**src/rtl/uart_mp_pkg.sv**
```systemverilog
package uart_mp_pkg;

   typedef enum logic [1:0] {
      FMT_OFF = 2'b00,
      FMT_8V  = 2'b01,
      FMT_9F  = 2'b10,
      FMT_9V  = 2'b11
   } fmt_e;

   typedef enum logic [1:0] {
      RX_IDLE,
      RX_START,
      RX_DATA,
      RX_STOP
   } rx_st_e;

endpackage

```
**src/rtl/uart_mp_tick.sv**
```systemverilog
module uart_mp_tick #(
   parameter int FIX_DIV = 64,
   parameter int OVS     = 16
) (
   input  logic       clk,
   input  logic       rst_n,
   input  logic [1:0] fmt,
   input  logic       rate_dbl,
   input  logic       var_tick,
   output logic       tick
);
   import uart_mp_pkg::*;

   localparam int FIX_TICK = FIX_DIV / OVS;
   localparam int CW       = $clog2(FIX_TICK + 1);

   if ((FIX_DIV % (2 * OVS)) != 0 || FIX_DIV < 2 * OVS) begin : g_bad_div
      $error("FIX_DIV must be a multiple of 2*OVS");
   end

   logic [CW-1:0] div_cnt;
   logic [CW-1:0] lim_m1;
   logic          fix_hit;

   assign lim_m1  = rate_dbl ? CW'(FIX_TICK / 2 - 1) : CW'(FIX_TICK - 1);
   assign fix_hit = (div_cnt >= lim_m1);

   always_ff @(posedge clk) begin
      if (!rst_n)                div_cnt <= '0;
      else if (fmt != FMT_9F)    div_cnt <= '0;
      else if (fix_hit)          div_cnt <= '0;
      else                       div_cnt <= div_cnt + CW'(1);
   end

   always_comb begin
      case (fmt)
         FMT_9F:  tick = fix_hit;
         FMT_OFF: tick = 1'b0;
         default: tick = var_tick;
      endcase
   end

endmodule

```
**src/rtl/uart_mp_tx.sv**
```systemverilog
module uart_mp_tx #(
   parameter int OVS = 16
) (
   input  logic       clk,
   input  logic       rst_n,
   input  logic       tick,
   input  logic       nine,
   input  logic       tb9,
   input  logic       load_req,
   input  logic [7:0] din,
   output logic       txd,
   output logic       busy,
   output logic       done
);
   localparam int PW = $clog2(OVS);

   if ((OVS & (OVS - 1)) != 0 || OVS < 8) begin : g_bad_ovs
      $error("OVS must be a power of two of at least 8");
   end

   logic [PW-1:0] ph;
   logic [10:0]   sh;
   logic [3:0]    rem;
   logic          bit_end;

   assign bit_end = tick && (ph == PW'(OVS - 1));
   assign txd     = busy ? sh[0] : 1'b1;

   always_ff @(posedge clk) begin
      if (!rst_n) begin
         busy <= 1'b0;
         sh   <= '1;
         rem  <= '0;
         ph   <= '0;
         done <= 1'b0;
      end else begin
         done <= 1'b0;
         if (!busy) begin
            if (load_req) begin
               busy <= 1'b1;
               sh   <= {1'b1, (nine ? tb9 : 1'b1), din, 1'b0};
               rem  <= nine ? 4'd11 : 4'd10;
               ph   <= '0;
            end
         end else if (tick) begin
            ph <= ph + PW'(1);
            if (bit_end) begin
               if (rem == 4'd1) begin
                  busy <= 1'b0;
               end else begin
                  sh  <= {1'b1, sh[10:1]};
                  rem <= rem - 4'd1;
                  if (rem == 4'd2) done <= 1'b1;
               end
            end
         end
      end
   end

   assert_done_at_stop_R5: assert property (@(posedge clk) disable iff (!rst_n)
      done |-> (txd && busy && rem == 4'd1))
      else $error("done pulse outside stop bit");

   assert_busy_write_ignored_R8: assert property (@(posedge clk) disable iff (!rst_n)
      (busy && load_req && !bit_end) |=> ($stable(sh) && $stable(rem)))
      else $error("frame disturbed by write while busy");

endmodule

```
**src/rtl/uart_mp_rx.sv**
```systemverilog
module uart_mp_rx #(
   parameter int OVS = 16,
   parameter bit MAJ = 1'b1
) (
   input  logic       clk,
   input  logic       rst_n,
   input  logic       tick,
   input  logic       en,
   input  logic       nine,
   input  logic       filt,
   input  logic       rxd,
   output logic       ok,
   output logic [7:0] frm_data,
   output logic       frm_b9
);
   import uart_mp_pkg::*;

   localparam int PW      = $clog2(OVS);
   localparam int VOTE_PH = OVS / 2 + 1;

   if ((OVS & (OVS - 1)) != 0 || OVS < 8) begin : g_bad_ovs
      $error("OVS must be a power of two of at least 8");
   end

   logic [1:0]    sy;
   logic          rx_s;
   logic [1:0]    hist;
   logic          vote;
   rx_st_e        st;
   logic [PW-1:0] ph;
   logic [3:0]    cnt;
   logic [8:0]    sh;
   logic [3:0]    nbits;
   logic          at_vote;
   logic          at_end;

   assign rx_s    = sy[1];
   assign nbits   = nine ? 4'd9 : 4'd8;
   assign at_vote = (ph == PW'(VOTE_PH));
   assign at_end  = (ph == PW'(OVS - 1));

   if (MAJ) begin : g_maj
      assign vote = (hist[1] & hist[0]) | (hist[1] & rx_s) | (hist[0] & rx_s);
   end else begin : g_ctr
      assign vote = hist[0];
   end

   always_ff @(posedge clk) begin
      if (!rst_n) begin
         sy       <= 2'b11;
         hist     <= 2'b11;
         st       <= RX_IDLE;
         ph       <= '0;
         cnt      <= '0;
         sh       <= '0;
         ok       <= 1'b0;
         frm_data <= '0;
         frm_b9   <= 1'b0;
      end else begin
         sy <= {sy[0], rxd};
         ok <= 1'b0;
         if (tick) hist <= {hist[0], rx_s};
         if (!en) begin
            st <= RX_IDLE;
         end else if (tick) begin
            case (st)
               RX_IDLE: begin
                  if (hist[0] && !rx_s) begin
                     st <= RX_START;
                     ph <= PW'(1);
                  end
               end
               RX_START: begin
                  ph <= ph + PW'(1);
                  if (at_vote) begin
                     if (vote) st <= RX_IDLE;
                     else begin
                        st  <= RX_DATA;
                        cnt <= '0;
                     end
                  end
               end
               RX_DATA: begin
                  ph <= ph + PW'(1);
                  if (at_vote) begin
                     sh  <= {vote, sh[8:1]};
                     cnt <= cnt + 4'd1;
                  end
                  if (at_end && cnt == nbits) st <= RX_STOP;
               end
               default: begin
                  ph <= ph + PW'(1);
                  if (at_vote) begin
                     st       <= RX_IDLE;
                     ok       <= nine ? (!filt || sh[8]) : (!filt || vote);
                     frm_data <= nine ? sh[7:0] : sh[8:1];
                     frm_b9   <= nine ? sh[8] : vote;
                  end
               end
            endcase
         end
      end
   end

   assert_filter_ninth_R3: assert property (@(posedge clk) disable iff (!rst_n)
      (ok && nine && filt) |-> frm_b9)
      else $error("filtered 9-bit frame accepted with ninth bit 0");

   assert_filter_stop_R4: assert property (@(posedge clk) disable iff (!rst_n)
      (ok && !nine && filt) |-> frm_b9)
      else $error("filtered 8-bit frame accepted with bad stop");

   assert_rx_needs_enable_R9: assert property (@(posedge clk) disable iff (!rst_n)
      ok |-> $past(en))
      else $error("frame accepted while receive disabled");

endmodule

```
**src/rtl/uart_mp.sv**
```systemverilog
module uart_mp #(
   parameter int FIX_DIV = 64,
   parameter int OVS     = 16,
   parameter bit MAJ     = 1'b1
) (
   input  logic       clk,
   input  logic       rst_n,
   input  logic       rate_dbl,
   input  logic       var_tick,
   input  logic       ctl_wr,
   input  logic [7:0] ctl_wdata,
   output logic [7:0] ctl_rdata,
   input  logic       data_wr,
   input  logic [7:0] data_wdata,
   output logic [7:0] rx_data,
   input  logic       rxd,
   output logic       txd
);
   import uart_mp_pkg::*;

   logic [1:0] fmt;
   logic       filt, rx_on, tx_b9, rx_b9, tx_flag, rx_flag;
   logic       tick, nine;
   logic       tx_busy, tx_done;
   logic       rx_ok, rx_fb9;
   logic [7:0] rx_fdata;

   assign nine      = fmt[1];
   assign ctl_rdata = {fmt, filt, rx_on, tx_b9, rx_b9, tx_flag, rx_flag};

   uart_mp_tick #(.FIX_DIV(FIX_DIV), .OVS(OVS)) u_tick (
      .clk(clk), .rst_n(rst_n), .fmt(fmt), .rate_dbl(rate_dbl),
      .var_tick(var_tick), .tick(tick)
   );

   uart_mp_tx #(.OVS(OVS)) u_tx (
      .clk(clk), .rst_n(rst_n), .tick(tick), .nine(nine), .tb9(tx_b9),
      .load_req(data_wr && (fmt != FMT_OFF)), .din(data_wdata),
      .txd(txd), .busy(tx_busy), .done(tx_done)
   );

   uart_mp_rx #(.OVS(OVS), .MAJ(MAJ)) u_rx (
      .clk(clk), .rst_n(rst_n), .tick(tick), .en(rx_on), .nine(nine),
      .filt(filt), .rxd(rxd), .ok(rx_ok), .frm_data(rx_fdata), .frm_b9(rx_fb9)
   );

   always_ff @(posedge clk) begin
      if (!rst_n) begin
         {fmt, filt, rx_on, tx_b9, rx_b9, tx_flag, rx_flag} <= 8'h00;
         rx_data <= 8'h00;
      end else begin
         if (ctl_wr) {fmt, filt, rx_on, tx_b9, rx_b9, tx_flag, rx_flag} <= ctl_wdata;
         if (tx_done) tx_flag <= 1'b1;
         if (rx_ok) begin
            rx_flag <= 1'b1;
            rx_b9   <= rx_fb9;
            rx_data <= rx_fdata;
         end
      end
   end

   assert_tx_flag_sticky_R6: assert property (@(posedge clk) disable iff (!rst_n)
      (tx_flag && !ctl_wr) |=> tx_flag)
      else $error("transmit flag cleared by hardware");

   assert_rx_flag_sticky_R6: assert property (@(posedge clk) disable iff (!rst_n)
      (rx_flag && !ctl_wr) |=> rx_flag)
      else $error("receive flag cleared by hardware");

   assert_off_stays_idle_R8: assert property (@(posedge clk) disable iff (!rst_n)
      (fmt == FMT_OFF && !tx_busy) |=> !tx_busy)
      else $error("transmitter started while inactive");

   assert_rx_buf_hold_R3: assert property (@(posedge clk) disable iff (!rst_n)
      !rx_ok |=> $stable(rx_data))
      else $error("receive buffer changed without accepted frame");

endmodule

```
**config.mk**
```make
export PLATFORM = sky130hd
export DESIGN_NAME = uart_mp
export DESIGN_NICKNAME = d
export VERILOG_FILES = /design/src/rtl/uart_mp_pkg.sv /design/src/rtl/uart_mp_tick.sv /design/src/rtl/uart_mp_tx.sv /design/src/rtl/uart_mp_rx.sv /design/src/rtl/uart_mp.sv
export SDC_FILE = /design/constraint.sdc
export NUM_CORES = 1
export LEC_CHECK = 0
export CAP_MARGIN = 20
export CORE_MARGIN = 2
export CORE_UTILIZATION = 40
export DETAILED_ROUTE_END_ITERATION = 8
export DONT_BUFFER_PORTS = 1
export PLACE_DENSITY_LB_ADDON = 0.15
export RECOVER_POWER = 50
export SYNTH_ARGS = -nofsm -noshare
export SYNTH_HDL_FRONTEND = slang
export SYNTH_HIERARCHICAL = 1
export SYNTH_SLANG_ARGS = --single-unit
```
**constraint.sdc**
```tcl
create_clock -name clk -period 2.7 [get_ports clk]
set_input_delay 0.675 -clock clk [delete_from_list [all_inputs] [get_ports clk]]
set_output_delay 0.675 -clock clk [all_outputs]
set_load 0.02 [all_outputs]
```
# After elaboration in Yosys (flattened, before gate mapping)

Index checks and enable logic that the tools add are counted.

Bits in registers: 73
Bits of input ports: 23
Output and inout bits: 17
Word-level logic and storage cells: 133

Add/subtract/negate cells: 5
$lt $le $gt $ge: 1
Equal/unequal tests: 18
Multiplexer cells: 46
Bitwise operators: 12
Reduce and logical (&&, ||, !) cells: 28

Operators by type and width:

| kind                                                  | count |
|---|---|
| 2-to-1 mux 11 bit                                     | 5 |
| 2-to-1 mux 4 bit                                      | 13 |
| 2-to-1 mux 1 bit                                      | 18 |
| adder 4 x 1 -> 4 bit, second input constant           | 3 |
| equality test 4 bit, second input constant            | 3 |
| 2-to-1 mux 2 bit                                      | 6 |
| AND reduction 4 bit                                   | 3 |
| inequality test 2 x 1 -> 1 bit, second input constant | 5 |
| nonzero test 2 bit                                    | 5 |
| 2-to-1 mux 8 bit                                      | 1 |
| inequality test 2 bit, second input constant          | 4 |
| one-hot mux 4 bit (2 select lines)                    | 1 |
| inverter 1 bit                                        | 7 |
| OR reduction 7 bit                                    | 1 |
| one-hot mux 2 bit (3 select lines)                    | 1 |
| AND reduction 6 bit                                   | 1 |
| OR reduction 3 bit                                    | 2 |
| AND reduction 5 bit                                   | 1 |
| OR reduction 5 bit                                    | 1 |
| equality test 2 bit, second input constant            | 2 |
| equality test 4 x 1 -> 1 bit, second input constant   | 1 |
| equality test 4 x 2 -> 1 bit, second input constant   | 1 |
| equality test 4 bit                                   | 1 |
| logical AND 1 bit                                     | 4 |
| other kinds (13)                                      | 20 |

# Longest topological paths before layout

Gate-level depths: netlist of run 1.

Depth in word-level cells: 7
Gate-level depth with buffers: 9
Gate-level depth less buffers: 7

# By module

Netlist of run 1, hierarchy kept.

By module, submodules not included:

| module       | times used | cells each | area an instance (um2) | sequential area each (um2) |
|---|---|---|---|---|
| uart_mp_rx   | 1          | 167        | 1,550.2                | 660.6 |
| uart_mp_tx   | 1          | 120        | 1,079.8                | 400.4 |
| uart_mp      | 1          | 59         | 675.6                  | 320.3 |
| uart_mp_tick | 1          | 14         | 148.9                  | 60.1 |

# Worst setup path after synthesis of run 1

Ideal clock, no wire load.

Kind: input -> register
Start: in rate_dbl
End: reg u_tx.sh[1]
Library setup time: 0.072 ns
Arrival: 2.413 ns
Data required time: 2.628 ns
Setup slack: 0.215 ns
Stages: 7
Buffers on the path: 1
Cell sequence: ha_1 -> a211o_1 -> a22o_1 -> and3_1 -> buf_2 -> a31oi_4 -> mux2i_1

Word-level cells in the longest chain between the ends: 6
Elaborated cells between the ends (all ways): 7
Those cells by class: 1 x order compare; 2 x eq/ne; 2 x mux; 2 x reduce/logical

RTL lines:

| element                              | RTL line           | source |
|---|---|---|
| from (decl)                          | uart_mp.sv:8       | `input logic rate_dbl,` |
| 2-to-1 mux 2 bit *                   | uart_mp_tick.sv:25 | `assign lim_m1 = rate_dbl ? CW'(FIX_TICK / 2 - 1) : CW'(FIX_TICK - 1);` |
| greater-or-equal comparator 3 bit *  | uart_mp_tick.sv:26 | `assign fix_hit = (div_cnt >= lim_m1);` |
| one-hot mux 1 bit (2 select lines) * | uart_mp_tick.sv:36 | `case (fmt)` |
| net tick                             | uart_mp.sv:23      | `logic tick, nine;` |
| logical AND 1 bit                    | uart_mp_tx.sv:26   | `assign bit_end = tick && (ph == PW'(OVS - 1));` |
| inequality test 2 bit (no line)      | -                  |  |
| AND reduction 4 bit (no line) *      | -                  |  |
| to (signal assigned)                 | uart_mp_tx.sv:41   | `sh <= {1'b1, (nine ? tb9 : 1'b1), din, 1'b0};` |
| to (signal assigned)                 | uart_mp_tx.sv:51   | `sh <= {1'b1, sh[10:1]};` |
| to (decl)                            | uart_mp_tx.sv:22   | `logic [10:0] sh;` |

The timed path passes the listed nets; every way through them passes the cells marked *.
A chain may end at the register's enable or synchronous reset.

# Worst setup path after layout of run 1

Start: in rate_dbl
End: reg u_tx.sh[3]

Same word-level chain as after synthesis.

==> results of run 1 <==
[placed cells by master, fill, tap and decap left out, drive strengths merged, types with 10 or more instances in the layout]
cell | Yosys | final
a21boi | 12 | 12
dfxtp | 72 | 72
a211oi | 12 | 12
o21ai | 11 | 11
o211a | 10 | 10
clkbuf | 8 | 14
nor2 | 18 | 18
nor2b | 24 | 24
nand2 | 38 | 38
mux2i | 34 | 34
[worst max path at each step]
stage / from / slack, ns / to
floorplan: rate_dbl / 0.21 / u_tx/sh[1]$_SDFFE_PN1P_
CTS: u_tick/div_cnt[1]$_SDFF_PP0_ / 0.42 / u_tx/sh[6]$_SDFFE_PN1P_
global route: u_tick/div_cnt[1]$_SDFF_PP0_ / 0.27 / u_tx/sh[6]$_SDFFE_PN1P_
global placement: rate_dbl / 0.09 / u_tx/sh[4]$_SDFFE_PN1P_
detailed placement: rate_dbl / 0.06 / u_tx/sh[7]$_SDFFE_PN1P_
finish: rate_dbl / 0.43 / u_tx/sh[3]$_SDFFE_PN1P_
[cell type report]
class	instances	area, µm²
tap	105	131
fill	828	4630
inverter	7	26.3
multi-input combinational	255	1820
clock buffer	12	165
clock inverter	4	51.3
sequential	72	1440
timing repair buffer	5	30.0
[metrics by stage]
| step | hold WS [ns] | std cells | utilization |
|---|---|---|---|
| 6_report | 0.409 | 460 | 0.442 |
| 3_3_place_gp | 0.399 | 444 | 0.417 |
| 4_1_cts | 0.372 | 460 | 0.443 |
| 2_1_floorplan | 0.386 | 360 | - |
| 3_5_place_dp | 0.392 | 444 | 0.417 |
| 5_1_grt | 0.384 | 460 | 0.442 |
[routing by layer]
| metal | vias to the layer above | global-route usage |
|---|---|---|
| met5 | - | 0 |
| met4 | 0 | 0.0455 |
| met3 | 7 | 0.0665 |
| met2 | 63 | 0.213 |
| met1 | 1109 | 0.204 |
| li1 | 1266 | - |
[where the power goes]
part	switching [W]	internal, W	total, W
sequential	0.0000261	0.00108	0.00111
clock	0.000398	0.000502	0.000901
combinational	0.0000629	0.0000581	0.000121
total	0.000487	0.00164	0.00213
[cells by family (layout without fill, tap and decap cells)]
| logic type | Yosys count | in the layout | synth area share |
|---|---|---|---|
| AOI/OAI and AO/OA | 74 | 74 | 0.166 |
| xor gates and xnor gates | 2 | 2 | 0.00507 |
| adders and majority gates | 10 | 10 | 0.0359 |
| buffers and inverters | 33 | 28 | 0.0540 |
| DFF | 72 | 72 | 0.417 |
| muxes | 39 | 39 | 0.116 |
| and+or+nand+nor | 130 | 130 | 0.206 |
[flip-flops by register name (all words and copies together), names as in the netlist]
name            flops
u_tx/done           1
u_rx/hist           2
u_tx/busy           1
u_tx/sh            10
u_tick/div_cnt      3
filt                1
u_tx/rem            4
u_tx/ph             4
u_rx/sy             2
u_rx/frm_data       8
u_rx/cnt            4
tx_flag             1
u_rx/sh             9
rx_b9               1
rx_data             8
fmt                 2
rx_flag             1
u_rx/st             2
u_rx/frm_b9         1
tx_b9               1
rx_on               1
u_rx/ph             4
u_rx/ok             1
[worst max-delay path, delay by kind of cell]
| kind | cells | cell delay, ns |
|---|---|---|
| AO/OA/AOI/OAI | 3 | 1.03 |
| adder cells (fa/ha/maj) | 1 | 0.26 |
| multiplexers | 1 | 0.23 |
| AND/OR/NAND/NOR | 1 | 0.33 |
==> flow_metrics.py, run 1 <==
metrics = {
    "critical_path": {
        "cp_cell_sequence": "ha_1 > a211o_1 > a22o_1 > and3_1 > a31oi_4 > mux2i_1",
        "reg2regPathDepth": 6,
        "worstPathRequired_ns": 2.97,
        "slowest_delay_ns": 0.43,
        "reg2reg_to": "u_tx/sh[3]$_SDFFE_PN1P_",
        "critPathKind": "primary input to register",
        "worstPathMaxFanout": 10,
        "r2r_slack_ns": 0.45,
        "r2r_start": "u_tick/div_cnt[1]$_SDFF_PP0_",
        "cp_slowest_cell": "a31oi_4",
        "cp-start-kind": "primary input",
        "crit_arrival_ns": 2.54,
        "end_kind": "register",
    },
    "power": {
        "worst_ir_drop_vdd_v": 0.000243,
        "total_power_w": 0.00213,
        "leakage_nw": 1.50,
        "p_per_area_mw_per_mm2": 581,
    },
    "cts": {
        "clkTransAtPathRegs_ns": 0.08,
        "h-tree-depth": 3,
        "post-cts-setup-buffers": 0,
        "cts_tree": "built",
        "root_buffer": "clkbuf_8",
        "clock_path_buffers": 2,
        "hold_buffers": 0,
        "cts_resized": 0,
        "cts_made_buffers": 9,
        "clock_latency_ns": 0.34,
        "clock_sinks": 72,
    },
    "yosys": {
        "yosysWarnings": 6,
        "synth_area_leader_cell": "dfxtp_1",
        "synth_edf_count": 0,
        "synthTopCellsByArea": "dfxtp_1 (42%), mux2i_1 (9.9%), nor2b_1 (4.2%)",
        "netlist_area_mm2": 0.00345,
        "synthTopCellsByCount": "dfxtp_1 (72), nand2_1 (36), mux2i_1 (34), nor2b_1 (23), nor2_1 (18)",
        "synthCells": 360,
        "syn_avg_cell_area_um2": 9.60,
        "yosys.area.top_type_share": 0.417,
        "yosysMostFrequentCell": "dfxtp_1",
        "yosysSeqAreaShare": 0.417,
        "synth_ff_type": "dfxtp_1",
        "synth.distinct_cells": 58,
        "ys_ff_latch": 72,
        "syn-num-nets": 392,
        "synthArstFlopShare": 0,
    },
    "sta": {
        "hold_viol": 0,
        "worst_slew_pin_slew_ns": 0.676,
        "fmax_ghz": 0.440,
        "setup_ws_ns": 0.430,
        "max_slew_margin": 0.549,
        "finalSetupViolCount": 0,
        "rsz0062_at_grt": "false",
        "final_max_slew_viol_count": 0,
        "post-route-min-period_ns": 2.27,
        "finClkSkew_ns": 0.00798,
        "period_share": 0.841,
        "final.setup.tns_ns": 0,
    },
    "routing": {
        "via_per_inst": 5.32,
        "wirelength_um": 6660,
        "routed-wl-met3_um": 386,
        "vias": 2445,
        "drc": 0,
        "wl_met1_um": 3450,
        "drt_pass1_iterations": 4,
        "wl_met2_um": 2730,
        "drtIter0Drc": 113,
        "top_layer": "met4",
        "wl_per_cell_um": 14.5,
        "ant_nets": 0,
    },
    "die": {
        "initial_core_util": 0.416,
        "rows": 33,
        "die_h_um": 96.9,
        "boundaryPins": 40,
        "dieArea_mm2": 0.00940,
        "die_w_um": 96.9,
        "core_area_mm2": 0.00830,
    },
    "global_routing": {
        "grt_usage": 0.150,
        "grt_pass1_vias": 2317,
        "overflow": 0,
        "grt_max_degree": 60,
        "grt_antenna_before_repair": 0,
        "grt_pass1_wl_um": 11400,
    },
    "finish": {
        "layout.nets": 382,
        "layout-drive-gt1-share": 0.0845,
        "area_delta_synth_final_pct": 6.23,
        "stdcell_area_mm2": 0.00367,
        "antenna_cells": 0,
    },
    "place": {
        "hpwl_um": 4470,
        "gp_congestion": 0.801,
        "dp_slack_ns": 0.0602,
        "port_buffers": 0,
        "postPlaceCellArea_mm2": 0.00346,
    },
    "worst_hold_path": {
        "hold_start": "u_rx/sy[0]$_SDFF_PN1_",
        "hold_path.class": "register to register",
        "hold_depth": 1,
        "min_to": "u_rx/sy[1]$_SDFF_PN1_",
    },
    "status": {
        "outcome": "complete, no violations",
    },
    "run": {
        "max-cap-violations": 0,
    },
}
(Power assumes the default switching activity.)
==> run 2: changes to the inputs <==
clock period = 2.2 ns   (was 2.7 ns; I/O delays follow)
==> run 2 against run 1 <==
Compared with the run above: clock-buffer cell count down 1; clock power rose by 7.3%; largest power group unchanged; worst hold slack worse by 0.11 ns; critical path type is now register to register; combinational power grew 36%.
==> flow_metrics.py, run 2 (same netlist as run 1, synthesis figures left out) <==
metrics = {
    "worst_hold_path": {
        "hold_depth": 1,
        "hold_path.class": "primary input to register",
    },
    "finish": {
        "stdcell_count": 469,
        "largest_reg_flops": 10,
        "final_cell_mix": "dfxtp_1 (72), nand2_1 (36), mux2i_1 (34)",
        "reg.largest.list": "u_tx/sh: 10 flops, u_rx/sh: 9 flops",
        "top_register": "u_tx/sh",
        "final_common_cell": "dfxtp_1",
        "layout-drive-gt1-share": 0.107,
        "layout.nets": 391,
        "stdcell_area_mm2": 0.00375,
        "antenna_cells": 0,
        "area_delta_synth_final_pct": 8.44,
    },
    "die": {
        "die_h_um": 96.9,
        "core_area_mm2": 0.00830,
        "die_w_um": 96.9,
        "initial_core_util": 0.416,
        "rows": 33,
        "dieArea_mm2": 0.00940,
        "boundaryPins": 40,
    },
    "sta": {
        "final_max_slew_viol_count": 0,
        "post-route-min-period_ns": 2.11,
        "max_slew_margin": 0.409,
        "worst_slew_pin_slew_ns": 0.887,
        "fin_worst_hold_slack_ns": 0.297,
        "finClkSkew_ns": 0.00641,
        "hold_viol": 0,
        "rsz0062_at_grt": "false",
        "period_share": 0.957,
        "fmax_ghz": 0.475,
        "finalSetupViolCount": 0,
    },
    "power": {
        "leakage_nw": 1.53,
        "p_per_area_mw_per_mm2": 665,
        "worst_ir_drop_vdd_v": 0.000330,
        "total_power_w": 0.00249,
        "combPwrFrac": 0.066,
        "p_sw_w": 0.000614,
        "internal_power_w": 0.00188,
        "power_frac_seq": 0.546,
        "clockPowerShare": 0.388,
        "swShare": 0.246,
    },
    "global_routing": {
        "grt_antenna_before_repair": 0,
        "grt_pass1_wl_um": 11500,
        "grt_max_degree": 60,
        "grt_usage": 0.150,
        "overflow": 0,
        "grt_pass1_vias": 2321,
    },
    "cts": {
        "hold_buffers": 0,
        "clock_sinks": 72,
        "clock_path_buffers": 2,
        "cts_resized": 0,
        "cts_tree": "built",
        "h-tree-depth": 3,
        "cts_made_buffers": 9,
        "post-cts-setup-buffers": 0,
        "clkTransAtPathRegs_ns": 0.08,
        "clock_latency_ns": 0.34,
        "root_buffer": "clkbuf_8",
    },
    "critical_path": {
        "crit_arrival_ns": 2.34,
        "critPathKind": "register to register",
        "reg2regPathDepth": 7,
        "end_kind": "register",
        "worstPathRequired_ns": 2.43,
        "worstPathMaxFanout": 7,
        "cp-start-kind": "register",
    },
    "routing": {
        "ant_nets": 0,
        "drtIter0Drc": 89,
        "via_per_inst": 5.36,
        "drc": 0,
        "wirelength_um": 6870,
        "wl_per_cell_um": 14.6,
        "drt_pass1_iterations": 4,
        "vias": 2514,
    },
    "status": {
        "outcome": "complete, no violations",
    },
    "run": {
        "max-cap-violations": 0,
    },
    "place": {
        "gp_congestion": 0.777,
        "dp_cells": 453,
        "postPlaceCellArea_mm2": 0.00359,
        "port_buffers": 0,
        "hpwl_um": 4630,
    },
}
-- run 2: area by class of cell --
type / instances / area [µm²]
Fill cell: 834 / 4550
Multi-Input combinational cell: 255 / 1840
Sequential cell: 72 / 1440
Clock buffer: 11 / 151
Tap cell: 105 / 131
Timing Repair Buffer: 14 / 124
Clock inverter: 5 / 31.3
Inverter: 7 / 26.3
-- run 2: routing by layer --
metal	part of all wire	track usage	wire [µm]	vias to the layer above
li1	-	-	-	1284
met1	0.52	0.211	3600	1171
met2	0.42	0.215	2890	53
met3	0.046	0.0556	313	6
met4	0.0090	0.0423	62	0
met5	0	0	0	-
-- run 2: final timing paths --
path                                startpoint                         to  slack, ns
setup / recovery  u_tick/div_cnt[1]$_SDFF_PP0_    u_tx/sh[9]$_SDFFE_PN1P_       0.09
hold / removal                           rst_n  u_rx/hist[0]$_SDFFE_PN1P_       0.30
setup reg to reg  u_tick/div_cnt[1]$_SDFF_PP0_    u_tx/sh[9]$_SDFFE_PN1P_       0.09
hold reg to reg          u_rx/sy[0]$_SDFF_PN1_      u_rx/sy[1]$_SDFF_PN1_       0.41
-- run 2: power by group through the flow --
stage                     clock (W)  sequential [W]  combinational, W
after detailed placement          0         0.00139          0.000168
final                      0.000967         0.00136          0.000164
after global routing        0.00107         0.00136          0.000183
after global placement            0         0.00139          0.000167
after floorplan                   0         0.00138          0.000160
after CTS                   0.00101         0.00136          0.000169
-- run 2: worst max-delay path: stages, from the launching register on --
cell	delay [ns]
dfxtp_1	0.38
ha_4	0.22
a211o_1	0.28
a22o_1	0.27
and3_1	0.29
buf_4	0.18
a311oi_1	0.26
o21ai_0	0.12
-- run 2: metrics by stage --
step                      utilization  setup TNS [ns]  setup WS [ns]
after floorplan                     -               0        0.00115
after global placement          0.433         -0.0110        -0.0110
after detailed placement        0.433         -0.0443        -0.0443
after CTS                       0.455               0         0.0884
after global routing            0.451               0         0.0113
final                           0.451               0         0.0936
==> run 3: changes to the inputs <==
clock period = 1.92 ns   (was 2.2 ns; I/O delays follow)
==> run 3 against run 2 <==
Compared with the run above: via count up 1.4%; clock skew increased by 0.0044 ns; routed wire length up 2.9%; cell area up 6.3%; setup slack worse by 0.069 ns; clock power is 42% higher; sequential share of layout area shrank 2.2 points; power increased by 26%.
==> flow_metrics.py, run 3 (same netlist as run 1, synthesis figures left out) <==
metrics = {
    "cts": {
        "root_buffer": "clkbuf_8",
        "cts_made_buffers": 9,
        "clkTransAtPathRegs_ns": 0.08,
        "clock_path_buffers": 2,
        "hold_buffers": 0,
        "h-tree-depth": 3,
        "clock_latency_ns": 0.34,
        "clock_sinks": 72,
        "cts_tree": "built",
    },
    "routing": {
        "drtIter0Drc": 81,
        "drt_pass1_iterations": 4,
        "routed-wl-met3_um": 308,
        "vias": 2550,
        "top_layer": "met4",
        "wl_per_cell_um": 14.9,
        "ant_nets": 0,
        "drc": 0,
        "wl_met2_um": 2920,
        "wl_met1_um": 3740,
        "via_per_inst": 5.37,
        "wirelength_um": 7070,
    },
    "place": {
        "hpwl_um": 4690,
        "postPlaceCellArea_mm2": 0.00365,
        "dp_slack_ns": -0.174,
        "gp_congestion": 0.790,
        "port_buffers": 0,
    },
    "sta": {
        "hold_viol": 0,
        "fmax_ghz": 0.528,
        "finalSetupViolCount": 0,
        "max_slew_margin": 0.434,
        "setup_ws_ns": 0.0247,
        "rsz0062_at_grt": "true",
        "post-route-min-period_ns": 1.90,
        "period_share": 0.987,
        "finClkSkew_ns": 0.0108,
        "final_max_slew_viol_count": 0,
        "worst_slew_pin_slew_ns": 0.850,
    },
    "finish": {
        "final_common_cell": "dfxtp_1",
        "antenna_cells": 0,
        "top_register": "u_tx/sh",
        "nFillCells": 794,
        "layout.nets": 397,
        "layout-drive-gt1-share": 0.168,
        "largest_reg_flops": 10,
        "final_cell_mix": "dfxtp_1 (71), nand2_1 (36), mux2i_1 (33)",
        "reg.largest.list": "u_tx/sh: 10 flops, u_rx/sh: 9 flops",
        "area_delta_synth_final_pct": 15.2,
        "stdcell_area_mm2": 0.00398,
    },
    "die": {
        "core_area_mm2": 0.00830,
        "die_h_um": 96.9,
        "initial_core_util": 0.416,
        "rows": 33,
        "dieArea_mm2": 0.00940,
        "boundaryPins": 40,
        "die_w_um": 96.9,
    },
    "power": {
        "worst_ir_drop_vdd_v": 0.000350,
        "p_per_area_mw_per_mm2": 788,
        "leakage_nw": 1.63,
    },
    "critical_path": {
        "worstPathMaxFanout": 5,
        "r2r_start": "u_tick/div_cnt[1]$_SDFF_PP0_",
        "worstPathRequired_ns": 2.16,
        "critPathKind": "register to register",
        "crit_arrival_ns": 2.13,
        "end_kind": "register",
        "reg2regPathDepth": 8,
        "cp-start-kind": "register",
        "reg2reg_to": "u_rx/cnt[0]$_SDFFE_PN0P_",
        "r2r_slack_ns": 0.02,
    },
    "status": {
        "outcome": "complete, no violations",
    },
    "global_routing": {
        "grt_pass1_vias": 2372,
        "grt_pass1_wl_um": 11900,
        "grt_usage": 0.154,
        "grt_antenna_before_repair": 0,
        "grt_max_degree": 60,
        "overflow": 0,
    },
    "worst_hold_path": {
        "min_to": "u_rx/hist[1]$_SDFFE_PN1P_",
        "hold_depth": 1,
        "hold_start": "rst_n",
        "hold_path.class": "primary input to register",
    },
    "run": {
        "max-cap-violations": 0,
    },
}
run 3: what timing repair did:
item	CTS	global route
setup buffers	0	2
pin swaps	1	6
endpoints found under the setup margin	21	29
gates resized for setup	6	16
gates cloned	0	1
run 3: how the worst max path moves through the flow:
stage                                    end                          from  slack (ns)  cells after the start
floorplan            u_tx/sh[1]$_SDFFE_PN1P_                      rate_dbl       -0.19                      7
global placement     u_tx/sh[9]$_SDFFE_PN1P_                      rate_dbl       -0.16                      7
detailed placement   u_tx/sh[9]$_SDFFE_PN1P_                      rate_dbl       -0.17                      7
CTS                  u_rx/st[0]$_SDFFE_PN0P_  u_tick/div_cnt[1]$_SDFF_PP0_        0.01                      8
global route        u_rx/cnt[0]$_SDFFE_PN0P_  u_tick/div_cnt[1]$_SDFF_PP0_       -0.05                      8
finish              u_rx/cnt[0]$_SDFFE_PN0P_  u_tick/div_cnt[1]$_SDFF_PP0_        0.02                      8
run 3: cell type report:
cell class	instances	area, µm²	area share
Timing Repair Buffer	19	191	0.0481
Inverter	7	26.3	0.00660
Sequential cell	72	1440	0.362
Clock buffer	11	151	0.0380
Clock inverter	5	78.8	0.0198
Multi-Input combinational cell	256	1960	0.492
Tap cell	105	131	0.0330
run 3: through the flow:
step / std cells / setup TNS, ns / hold slack, ns / total power, W / utilization
CTS: 472 / 0 / 0.193 / 0.00318 / 0.470
detailed placement: 456 / -2.96 / 0.392 / 0.00179 / 0.440
global route: 475 / -0.350 / 0.205 / 0.00328 / 0.480
global placement: 456 / -2.31 / 0.395 / 0.00179 / 0.440
floorplan: 360 / -4.05 / 0.386 / 0.00177 / -
finish: 475 / 0 / 0.224 / 0.00314 / 0.480
run 3: where the power goes:
group / leakage [nW] / switching, W / internal (W) / total, W
clock: 0.119 / 0.000571 / 0.000801 / 0.00137
sequential: 0.584 / 0.0000327 / 0.00152 / 0.00156
combinational: 0.924 / 0.000106 / 0.000105 / 0.000210
run 3: worst max-delay path: stages (launching register included):
cell and delay [ns]:
dfxtp_2 0.34, ha_4 0.22, a211o_1 0.27, a22o_1 0.22
buf_6 0.15, nand2_8 0.08, nor3_2 0.04, mux2_1 0.31
and3_1 0.14
run 3: metal layers:
| layer | vias to the layer above | global-route usage |
|---|---|---|
| met2 | 49 | 0.214 |
| met5 | - | 0 |
| li1 | 1292 | - |
| met1 | 1199 | 0.226 |
| met4 | 0 | 0.0650 |
| met3 | 10 | 0.0368 |
